$ cat src/rtl/snsq_pkg.sv
package snsq_pkg;
    localparam int INSN_W = 32;
    localparam int PC_W   = 11;
    localparam int DW     = 16;
    localparam int NREG   = 4;
    localparam int RI_W   = $clog2(NREG);

    typedef enum logic [3:0] {
        OP_ALUR = 4'd0, OP_ALUI = 4'd1, OP_LD  = 4'd2, OP_ST   = 4'd3,
        OP_BR   = 4'd4, OP_JMP  = 4'd5, OP_DLY = 4'd6, OP_END  = 4'd7,
        OP_HALT = 4'd8
    } op_e;

    typedef enum logic [2:0] {
        AL_ADD = 3'd0, AL_SUB = 3'd1, AL_AND = 3'd2, AL_OR = 3'd3,
        AL_MOV = 3'd4, AL_LSH = 3'd5, AL_RSH = 3'd6
    } alu_e;

    typedef enum logic [1:0] {
        J_ALWAYS = 2'd0, J_ZERO = 2'd1, J_OVF = 2'd2
    } jmp_e;

    typedef enum logic [2:0] {
        S_IDLE = 3'd0, S_FETCH = 3'd1, S_EXEC = 3'd2, S_MEM = 3'd3, S_DELAY = 3'd4
    } state_e;
endpackage

$ cat src/rtl/snsq_alu.sv
module snsq_alu #(
    parameter int W = 16
) (
    input  logic [2:0]   sel_i,
    input  logic [W-1:0] a_i,
    input  logic [W-1:0] b_i,
    output logic [W-1:0] res_o,
    output logic         zero_o,
    output logic         ovf_o
);
    import snsq_pkg::*;

    logic [W:0] wide;

    always_comb begin
        wide  = '0;
        ovf_o = 1'b0;
        res_o = '0;
        case (sel_i)
            AL_ADD: begin
                wide  = {1'b0, a_i} + {1'b0, b_i};
                res_o = wide[W-1:0];
                ovf_o = wide[W];
            end
            AL_SUB: begin
                res_o = a_i - b_i;
                ovf_o = (a_i < b_i);
            end
            AL_AND:  res_o = a_i & b_i;
            AL_OR:   res_o = a_i | b_i;
            AL_MOV:  res_o = b_i;
            AL_LSH:  res_o = a_i << b_i;
            AL_RSH:  res_o = a_i >> b_i;
            default: res_o = '0;
        endcase
        zero_o = (res_o == '0);
    end
endmodule

$ cat src/rtl/snsq_nextpc.sv
module snsq_nextpc
    import snsq_pkg::*;
(
    input  logic [PC_W-1:0]   pc_i,
    input  logic [INSN_W-1:0] insn_i,
    input  logic [DW-1:0]     r0_i,
    input  logic [PC_W-1:0]   rtgt_i,
    input  logic              zf_i,
    input  logic              of_i,
    output logic [PC_W-1:0]   npc_o
);
    localparam int MAG_W = 7;

    logic [PC_W-1:0] seq, tgt, mag;
    logic            taken, lt;

    always_comb begin
        seq   = pc_i + PC_W'(1);
        tgt   = seq;
        taken = 1'b0;
        mag   = {{(PC_W-MAG_W){1'b0}}, insn_i[23:17]};
        lt    = (r0_i < insn_i[15:0]);
        case (insn_i[31:28])
            OP_BR: begin
                taken = insn_i[16] ? !lt : lt;
                tgt   = insn_i[24] ? (pc_i - mag) : (pc_i + mag);
            end
            OP_JMP: begin
                tgt = insn_i[25] ? rtgt_i : insn_i[12:2];
                case (insn_i[27:26])
                    J_ALWAYS: taken = 1'b1;
                    J_ZERO:   taken = zf_i;
                    J_OVF:    taken = of_i;
                    default:  taken = 1'b0;
                endcase
            end
            default: taken = 1'b0;
        endcase
        npc_o = taken ? tgt : seq;
    end
endmodule

$ cat src/rtl/snsq_core.sv
module snsq_core
    import snsq_pkg::*;
#(
    parameter int DLY_W = 16
) (
    input  logic              clk,
    input  logic              rst_n,
    input  logic              start_i,
    input  logic [PC_W-1:0]   entry_i,
    output logic              mem_req_o,
    output logic              mem_we_o,
    output logic [PC_W-1:0]   mem_addr_o,
    output logic [INSN_W-1:0] mem_wdata_o,
    input  logic [INSN_W-1:0] mem_rdata_i,
    output logic              halted_o,
    output logic              wake_o
);
    localparam int PAD_W = INSN_W - PC_W - DW;

    typedef struct packed {
        state_e                   st;
        logic [PC_W-1:0]          pc;
        logic [NREG-1:0][DW-1:0]  regs;
        logic                     zf;
        logic                     of;
        logic [RI_W-1:0]          ld_dst;
        logic [DLY_W-1:0]         dly;
        logic                     wake;
    } core_t;

    core_t q, d;

    // instruction fields, valid in S_EXEC
    logic [3:0]      op;
    logic [RI_W-1:0] f_d, f_s, f_t;
    logic [DW-1:0]   f_imm;
    logic [PC_W-1:0] f_off, maddr, npc;
    logic [DW-1:0]   alu_b, alu_res;
    logic            alu_z, alu_o;

    assign op    = mem_rdata_i[31:28];
    assign f_d   = mem_rdata_i[1:0];
    assign f_s   = mem_rdata_i[3:2];
    assign f_t   = mem_rdata_i[5:4];
    assign f_imm = mem_rdata_i[19:4];
    assign f_off = mem_rdata_i[20:10];
    assign maddr = q.regs[f_s][PC_W-1:0] + f_off;

    always_comb begin
        if (op == OP_ALUI)                          alu_b = f_imm;
        else if (mem_rdata_i[27:25] == AL_MOV)      alu_b = q.regs[f_s];
        else                                        alu_b = q.regs[f_t];
    end

    snsq_alu #(.W(DW)) u_alu (
        .sel_i (mem_rdata_i[27:25]),
        .a_i   (q.regs[f_s]),
        .b_i   (alu_b),
        .res_o (alu_res),
        .zero_o(alu_z),
        .ovf_o (alu_o)
    );

    snsq_nextpc u_npc (
        .pc_i  (q.pc),
        .insn_i(mem_rdata_i),
        .r0_i  (q.regs[0]),
        .rtgt_i(q.regs[f_d][PC_W-1:0]),
        .zf_i  (q.zf),
        .of_i  (q.of),
        .npc_o (npc)
    );

    always_comb begin
        d           = q;
        d.wake      = 1'b0;
        mem_req_o   = 1'b0;
        mem_we_o    = 1'b0;
        mem_addr_o  = q.pc;
        mem_wdata_o = '0;
        case (q.st)
            S_FETCH: begin
                mem_req_o = 1'b1;
                d.st      = S_EXEC;
            end
            S_EXEC: begin
                d.pc = npc;
                d.st = S_FETCH;
                case (op)
                    OP_ALUR, OP_ALUI: begin
                        d.regs[f_d] = alu_res;
                        d.zf        = alu_z;
                        d.of        = alu_o;
                    end
                    OP_LD: begin
                        mem_req_o  = 1'b1;
                        mem_addr_o = maddr;
                        d.ld_dst   = f_d;
                        d.st       = S_MEM;
                    end
                    OP_ST: begin
                        mem_req_o   = 1'b1;
                        mem_we_o    = 1'b1;
                        mem_addr_o  = maddr;
                        mem_wdata_o = {{PAD_W{1'b0}}, q.pc, q.regs[f_d]};
                    end
                    OP_BR, OP_JMP: ;
                    OP_DLY: begin
                        if (mem_rdata_i[DLY_W-1:0] != '0) begin
                            d.dly = mem_rdata_i[DLY_W-1:0];
                            d.st  = S_DELAY;
                        end
                    end
                    OP_END: begin
                        d.st   = S_IDLE;
                        d.wake = mem_rdata_i[0];
                    end
                    default: d.st = S_IDLE;
                endcase
            end
            S_MEM: begin
                d.regs[q.ld_dst] = mem_rdata_i[DW-1:0];
                d.st             = S_FETCH;
            end
            S_DELAY: begin
                if (q.dly == DLY_W'(1)) d.st  = S_FETCH;
                else                    d.dly = q.dly - DLY_W'(1);
            end
            default: ;
        endcase
        if (start_i) begin
            d.pc = entry_i;
            d.st = S_FETCH;
        end
    end

    always_ff @(posedge clk) begin
        if (!rst_n) q <= '0;
        else        q <= d;
    end

    assign halted_o = (q.st == S_IDLE);
    assign wake_o   = q.wake;
endmodule

$ cat config.mk
export PLATFORM = sky130hd
export DESIGN_NAME = snsq_core
export DESIGN_NICKNAME = d
export VERILOG_FILES = /design/src/rtl/snsq_pkg.sv /design/src/rtl/snsq_alu.sv /design/src/rtl/snsq_nextpc.sv /design/src/rtl/snsq_core.sv
export SDC_FILE = /design/constraint.sdc
export NUM_CORES = 1
export LEC_CHECK = 0
export BUFFER_PORTS_ARGS = -buffer_cell sky130_fd_sc_hd__buf_2
export CORE_MARGIN = 3
export CORE_UTILIZATION = 50
export DETAILED_ROUTE_END_ITERATION = 8
export PLACE_DENSITY_LB_ADDON = 0.12
export SLEW_MARGIN = 20
export SYNTH_ARGS = -nofsm -noshare
export SYNTH_HDL_FRONTEND = slang
export SYNTH_HIERARCHICAL = 1
export SYNTH_SLANG_ARGS = --single-unit
export TNS_END_PERCENT = 50
$ cat constraint.sdc
create_clock -name clk -period 5.6 [get_ports clk]
set_input_delay 0.56 -clock clk [delete_from_list [all_inputs] [get_ports clk]]
set_output_delay 0.56 -clock clk [all_outputs]
set_load 0.01 [all_outputs]
# Yosys cells after proc, flatten, opt, wreduce, memory -nomap -nowiden

Index checks and enable logic that the tools add are counted.

Add/sub/neg operators: 7
Multipliers: 0
Div/mod/pow operators: 0
Magnitude comparators: 8
Eq/ne operators: 26
Shift operators: 2
Multiplexer cells: 43
Bitwise logic cells: 3
Reductions and logical operators: 25

Operators with widths:

| operator                | count |
|---|---|
| $mux W16                | 10 |
| $bwmux W64              | 2 |
| $pmux W64 S2            | 1 |
| $pmux W16 S7            | 1 |
| $bmux W16 S2            | 3 |
| $mux W11                | 6 |
| $mux W66                | 1 |
| $demux W16 S2           | 2 |
| $mux W27                | 2 |
| $lt A16 B16 Y1          | 2 |
| $pmux W16 S2            | 1 |
| $pmux W11 S2            | 1 |
| $add A16 B16 Y17        | 1 |
| $and A16 B16 Y16        | 1 |
| $eq A16 B1 Y1 const B   | 1 |
| $eq A4 B3 Y1 const B    | 4 |
| $logic_not A16 Y1       | 1 |
| $or A16 B16 Y16         | 1 |
| $reduce_bool A16 Y1     | 1 |
| $shl A16 B16 Y16        | 1 |
| $shr A16 B16 Y16        | 1 |
| $sub A16 B1 Y16 const B | 1 |
| $sub A16 B16 Y16        | 1 |
| $eq A3 B2 Y1 const B    | 4 |
| other kinds (36)        | 64 |

Register bits after elaboration: 99
Latch bits: 0
Bits in writable memories: 0
ROM bits: 0
Input port bits: 46
Output and inout bits: 47
Memories: 0

# Depth between registers and ports, before layout

Gate-level depths: netlist (run 1).

Word-level depth: 9
Mapped depth: 21

# By module

The synthesis (run 1) kept the hierarchy.

By module, submodules not included:

| module      | instances | cells an instance | area an instance (µm²) | sequential area each (µm²) |
|---|---|---|---|---|
| snsq_core   | 1         | 822               | 7,249.5                | 1,981.9 |
| snsq_alu    | 1         | 603               | 4,182.8                | 0.0 |
| snsq_nextpc | 1         | 220               | 1,657.8                | 0.0 |

# Least setup slack after synthesis (run 1)

OpenSTA, ideal clock, no wires.

Path kind: input-to-reg
Start point: input mem_rdata_i[3]
End point: register q[20] in the netlist's numbering
Arrival time: 5.614 ns
Path slack: -0.089 ns
Stages: 20
Cells stage by stage: buf_2 clkbuf_1 mux4_2 mux2i_1 o21ai_0 buf_1 inv_2 ha_1 clkbuf_1 nor2b_1 o21ai_1 nand2b_1 a221o_1 a222oi_1 or3b_1 or4_1 or4b_1 nor4_2 nand3_1 a21boi_0

Word-level cells in the longest chain between the ends: 7

RTL lines:

| element                                        | line             | text |
|---|---|---|
| start, declared                                | snsq_core.sv:14  | `input logic [INSN_W-1:0] mem_rdata_i,` |
| $bmux W16 S2 *                                 | snsq_core.sv:51  | `else if (mem_rdata_i[27:25] == AL_MOV) alu_b = q.regs[f_s];` |
| $mux W16 (implied by the code) *               | snsq_core.sv:51  |  |
| $mux W16 *                                     | snsq_core.sv:51  |  |
| $mux W16 *                                     | snsq_core.sv:50  | `if (op == OP_ALUI) alu_b = f_imm;` |
| net alu_b[2]                                   | snsq_core.sv:38  | `logic [DW-1:0] alu_b, alu_res;` |
| $sub A16 B16 Y16, or another cell as far along | snsq_alu.sv:26   | `res_o = a_i - b_i;` |
| $pmux W16 S7 *                                 | snsq_alu.sv:19   | `case (sel_i)` |
| $logic_not A16 Y1 *                            | snsq_alu.sv:36   | `zero_o = (res_o == '0);` |
| net alu_z                                      | snsq_core.sv:39  | `logic alu_z, alu_o;` |
| end signal, assigned                           | snsq_core.sv:138 | `if (!rst_n) q <= '0;` |
| end signal, assigned                           | snsq_core.sv:139 | `else q <= d;` |
| end, declared                                  | snsq_core.sv:31  | `core_t q, d;` |

Mark *: on every way through the listed nets, which the timed path passes. The rest lies on a longest branch. The select of a mux whose other input is x is not followed.
A chain may end at the register's enable or synchronous reset.

# Final worst setup path (run 1)

Start point: input mem_rdata_i[31]
End point: register q[20] in the netlist's numbering

Word-level cells in the longest chain between the ends: 5

RTL lines:

| element                                        | line |
|---|---|
| $eq A4 B1 Y1 *                                 | snsq_core.sv:50 |
| $mux W16 *                                     | snsq_core.sv:50 |
| net alu_b[0]                                   | snsq_core.sv:38 |
| $sub A16 B16 Y16, or another cell as far along | snsq_alu.sv:26 |
| $pmux W16 S7 *                                 | snsq_alu.sv:19 |
| $logic_not A16 Y1 *                            | snsq_alu.sv:36 |
| net alu_z                                      | snsq_core.sv:39 |

Mark *: on every way through the listed nets, which the timed path passes. The rest lies on a longest branch.

==> results.yml, run 1 <==
outcome:
  status: "complete, no violations"
drt:
  ant_nets: 0
  drc_errors: 0
  wirelength_mm: 48.6
  first_pass_iters: 6
  avgRoutedWirePerCell_um: 23.9
  wl_met3_mm: 4.65
  drt-initial-drc-count: 2279
  wl_met1_mm: 20.7
  highest_layer: "met4"
  vias: 13848
  vias_per_cell: 6.82
  dr_wl_met2_mm: 21.3
floorplan:
  die_y_um: 168
  start_util_pct: 51.4
  io-pin-count: 93
  rows: 58
  core_area_mm2: 0.0255
  die_x_um: 168
  die-area_mm2: 0.0282
power_and_ir_drop:
  ir_drop_mv: 0.138
  total_power_w: 0.00200
  p_leak_nw: 6.49
  p_per_area_mw_per_mm2: 139
worst_hold_path:
  holdPathStages: 2
  worstHoldStart: "q[16]$_SDFFE_PN0P_"
  hold_end: "q[16]$_SDFFE_PN0P_"
  hp-class: "flop to flop"
finish:
  antenna_cells: 0
  fin_cells: 2031
  final_core_util_pct: 56.3
  drive_gt1_share_pct: 18.1
  syn_to_final_growth_pct: 9.63
  fin_nets: 1838
sta:
  fin_crit_sh_pct: 91.2
  worst_pin_slew_ns: 0.918
  rsz0062_at_grt: "no"
  setup-tns-final_ns: 0
  hold_viol: 0
  fin_crit_ns: 5.10
  hold_ws_ns: 0.469
  clock.fmax_mhz: 196
  setup_viol: 0
  fin_worst_skew_ns: 0.0173
  maxSlewViolCount: 0
  max_slew_margin_pct: 38.8
setup_path:
  crit_required_ns: 5.89
  reg2reg_depth: 16
  r2r_end: "q[20]$_SDFFE_PN0P_"
  arrival_ns: 5.39
  critPathCaptureType: "flop"
  r2r_slack_ns: 0.76
  cp-start-kind: "input pin"
  reg2reg_from: "q[70]$_SDFFE_PN0P_"
  worstPathMaxFanout: 9
  startpoint: "mem_rdata_i[31]"
  worstSetupPathType: "input pin to flop"
placement:
  dp.cells: 2016
  routabilityCongestion: 1.00
  port_buffers: 87
  hpwl_mm: 35.9
clocking:
  root_buffer: "clkbuf_16"
  cts.sinks: 99
  htree_levels: 3
  cts_buffers: 9
  cts-hold-fix-buffers: 0
  post_cts_buffers: 0
  cts_tree: "yes"
  clock_latency_ns: 0.37
  cts.clk_slew.worst_paths_ns: 0.08
  post_cts_resized: 0
  clock_path_buffers: 2
logic_synthesis:
  synth_seq_cells: 99
  synthCells: 1645
  synth-edff-count: 0
  yosysMostFrequentCell: "nand2_1"
  ys_warn_count: 6
  syn_area_mm2: 0.0131
  ys.flop_type: "dfxtp_1"
  syn_avg_cell_area_um2: 7.96
  synthArstFlopShare_pct: 0
  yosys.area.top_type_share_pct: 15.1
  yosysSeqAreaShare_pct: 15.1
  yosysTopAreaCell: "dfxtp_1"
  ys_top_cells_by_area: "dfxtp_1 15%, mux4_2 10%, ha_1 8.7%"
  synth_cell_type_count: 99
  synth_commonest_cells: "207 x nand2_1, 104 x nor2_1, 99 x dfxtp_1, 91 x ha_1, 89 x o21ai_0"
global_routing:
  antenna_found_initial: 0
  grt_overflow: 0
  grt_pass1_vias: 12756
  grt.total_usage_pct: 33.1
  grt_max_degree: 113
  grt_pass1_wl_mm: 74.3
run:
  drv_cap: 0
-- cells by family (layout without fill, tap and decap cells) --
group / Yosys count / in the layout / synth area share [%]
xor gates and xnor gates: 33 / 33 / 2.21
buffers and inverters: 219 / 271 / 7.11
muxes: 148 / 148 / 17.6
adders and majority gates: 95 / 95 / 9.31
other: 1 / 5 / 0.0286
AOI/OAI and AO/OA: 519 / 519 / 28.6
DFF: 99 / 99 / 15.1
and+or+nand+nor: 531 / 531 / 19.9
-- final cells by class --
class / instances / area (um^2)
Clock buffer: 9 / 225
Clock inverter: 6 / 57.6
Fill cell: 2435 / 11100
Inverter: 87 / 327
Multi-Input combinational cell: 1331 / 10300
Sequential cell: 99 / 1980
Tap cell: 330 / 413
Timing Repair Buffer: 169 / 1090
-- metrics by stage --
stage / setup slack, ns / area (um^2)
2_1_floorplan: 0.0688 / 13100
3_3_place_gp: 0.282 / 14100
3_5_place_dp: 0.169 / 14100
4_1_cts: 0.530 / 14300
5_1_grt: 0.126 / 14400
6_report: 0.495 / 14400
-- worst max-delay path: stages --
cell and delay (ns):
buf_2 0.15, nor3_4 0.17, and2_1 0.48, buf_4 0.21
nand2_1 0.08, o21ai_4 0.16, ha_1 0.31, inv_1 0.08
fa_1 0.39, nor2b_1 0.21, o21ai_1 0.10, nand2b_1 0.11
o221ai_1 0.12, a222oi_1 0.37, or3b_1 0.38, or4_1 0.46
or4b_1 0.53, nor4_2 0.25, nand3_1 0.10, a21boi_0 0.16
-- state kept, by name, summed over array words and instances, names as in the netlist --
register	count
q	98
wake_o	1
-- worst max-delay path by stage --
| stage | slack (ns) | depth (start not counted) | end |
|---|---|---|---|
| after global placement | 0.28 | 16 | q[20]$_SDFFE_PN0P_ |
| after global routing | 0.13 | 20 | q[20]$_SDFFE_PN0P_ |
| final | 0.50 | 20 | q[20]$_SDFFE_PN0P_ |
| after detailed placement | 0.17 | 18 | q[20]$_SDFFE_PN0P_ |
| after floorplan | 0.07 | 20 | q[20]$_SDFFE_PN0P_ |
| after CTS | 0.53 | 20 | q[20]$_SDFFE_PN0P_ |
-- layer usage --
layer / vias to the layer above / track usage, %
met3: 135 / 5.82
met4: 0 / 12.8
met2: 763 / 50.4
met5: - / 0
met1: 6674 / 46.7
li1: 6276 / -
-- where the power goes --
group / internal, W / switching [W]
clock: 0.000313 / 0.000335
sequential: 0.000714 / 0.0000204
combinational: 0.000236 / 0.000378
total: 0.00126 / 0.000733
-- placed cells by master, fill, tap and decap left out, drive strengths merged, types with 9 or more instances in the layout --
master	instances
o21a	12
or3	14
dfxtp	99
a211oi	17
o211ai	18
o31ai	12
mux2i	61
and2	21
a221oi	11
a21oi	86
ha	91
mux2	27
o211a	66
xnor2	23
and3	37
a22oi	71
inv	92
o21ai	99
o22ai	23
mux4	60
nor2b	14
nor3	33
clkbuf	9
a31oi	15
nor4	16
nand3	31
nor2	104
buf	169
nand2b	15
a21o	14
nand2	207
xor2	10
(Power assumes the default switching activity.)
==> inputs of run 2 (changes only) <==
Settings changed: CORE_MARGIN 3 to default.
==> run 2 against run 1 <==
  * Hold slack improved by 0.0033 ns
  * Die area decreased by 4.7%
  * Clock skew decreased by 0.00097 ns
  * Wire length increased by 2.7%
  * First-iteration DRC count decreased by 25%
  * Clock power decreased by 2%
  * Sequential power about the same
  * Worst setup slack got worse by 0.13 ns
  * Final cell count increased by 0.44%
  * Non-clock buffer count increased by 8
  * Sequential share of layout area decreased by 0.077 points
  * Highest routed layer unchanged
==> results.yml, run 2 (synthesized netlist as in run 1, its figures left out) <==
global_routing:
  grt_overflow: 0
  met3_usage_pct: 6.39
  grt.busiest_layer: "met2"
  gr-usage-met1_pct: 51.1
  grt_pass1_vias: 12598
  grt_max_degree: 113
  antenna_found_initial: 0
  use_met2_pct: 55.4
  grt_pass1_wl_mm: 75.6
  grt.total_usage_pct: 36.9
power_and_ir_drop:
  total_power_w: 0.00200
  power.internal_w: 0.00127
  seqPwrFrac_pct: 36.8
  p_switching_w: 0.000728
  comb_power_share_pct: 31.3
  p_leak_nw: 6.53
  clockPowerShare_pct: 31.9
  swShare_pct: 36.5
  p_per_area_mw_per_mm2: 138
  ir_drop_mv: 0.148
floorplan:
  core_area_mm2: 0.0254
  start_util_pct: 51.5
  die_y_um: 164
  io-pin-count: 93
  die-area_mm2: 0.0268
  rows: 58
  die_x_um: 164
drt:
  drt-initial-drc-count: 1703
  drc_errors: 0
  wirelength_mm: 49.9
  avgRoutedWirePerCell_um: 24.5
  first_pass_iters: 9
  vias_per_cell: 6.81
  ant_nets: 0
  vias: 13887
setup_path:
  critPathCaptureType: "flop"
  arrival_ns: 5.51
  cp-start-kind: "input pin"
  worstSetupPathType: "input pin to flop"
  crit_required_ns: 5.88
  worstPathMaxFanout: 7
clocking:
  cts-hold-fix-buffers: 0
  clock_latency_ns: 0.36
  cts.sinks: 99
  clock_path_buffers: 2
  post_cts_buffers: 0
  cts_buffers: 9
  root_buffer: "clkbuf_16"
  cts.clk_slew.worst_paths_ns: 0.09
  cts_tree: "yes"
  htree_levels: 3
  post_cts_resized: 0
sta:
  rsz0062_at_grt: "no"
  max_slew_margin_pct: 36.0
  setup_viol: 0
  fin_worst_skew_ns: 0.0164
  clock.fmax_mhz: 191
  fin_crit_sh_pct: 93.5
  worst_pin_slew_ns: 0.956
  maxSlewViolCount: 0
  fin_crit_ns: 5.23
  setup-tns-final_ns: 0
  hold_ws_ns: 0.472
  hold_viol: 0
finish:
  top_register: "q"
  drive_gt1_share_pct: 18.5
  final_core_util_pct: 56.8
  largest_register_ff_count: 98
  antenna_cells: 0
  syn_to_final_growth_pct: 10.2
  fin_cells: 2040
  layout_commonest_cell: "nand2_1"
  layout_common_cells: "207 x nand2_1, 101 x nor2_1, 99 x dfxtp_1"
  fin_nets: 1846
placement:
  dp.cells: 2024
  routabilityCongestion: 1.02
  hpwl_mm: 37.1
  port_buffers: 87
run:
  drv_cap: 0
worst_hold_path:
  hp-class: "flop to flop"
outcome:
  status: "complete, no violations"
[run 2: cell count changes in the layout (fill, tap and decap cells not counted), sizes merged]
cell,change
clkbuf,+1
clkinv,+1
buf,+8
inv,-2
clkinvlp,+1
[run 2: worst max-delay path: stages]
cell	delay, ns
buf_2	0.27
mux4_2	0.56
mux2i_1	0.25
o21ai_4	0.11
ha_1	0.24
fa_1	0.43
o21bai_1	0.27
a21oi_1	0.13
a221o_1	0.30
a222oi_1	0.49
or3b_1	0.47
or4_1	0.42
or4b_1	0.50
nor4_2	0.24
nand3_1	0.09
a21boi_0	0.19
[run 2: final timing paths]
check | from | cells after the start | endpoint | slack, ns
worst max register to register | q[21]$_SDFFE_PN0P_ | 15 | q[20]$_SDFFE_PN0P_ | 0.55
worst max-delay path | mem_rdata_i[2] | 16 | q[20]$_SDFFE_PN0P_ | 0.37
worst min-delay path | q[16]$_SDFFE_PN0P_ | 2 | q[16]$_SDFFE_PN0P_ | 0.47
worst min register to register | q[16]$_SDFFE_PN0P_ | 2 | q[16]$_SDFFE_PN0P_ | 0.47
[run 2: power by group through the flow]
stage                     Sequential, W  Clock (W)  Combinational [W]
after CTS                      0.000733   0.000644           0.000608
final                          0.000734   0.000636           0.000625
after detailed placement       0.000750          0           0.000604
after global placement         0.000750          0           0.000600
after floorplan                0.000741          0           0.000398
after global routing           0.000735   0.000670           0.000666
[run 2: area by class of cell]
| cell class | count | area [um^2] |
|---|---|---|
| repair buffers | 177 | 1170 |
| multi-input cells | 1331 | 10300 |
| inverters | 87 | 327 |
| clock inverters | 6 | 58.8 |
| well taps | 330 | 413 |
| clock buffers | 10 | 229 |
| flip-flops and latches | 99 | 1980 |
| fillers | 2388 | 11000 |
[run 2: layer usage]
layer / part of all wire, % / vias to the layer above / wire [um]
li1: - / 6291 / -
met1: 43 / 6708 / 21600
met2: 43 / 746 / 21700
met3: 8.6 / 142 / 4300
met4: 4.7 / 0 / 2370
met5: 0 / - / 0
[run 2: through the flow]
stage                     setup slack [ns]  cell area (um^2)
after floorplan                     0.0688             13100
after global placement               0.199             14100
after detailed placement             0.128             14100
after CTS                            0.464             14400
after global routing                 0.146             14400
final                                0.365             14400
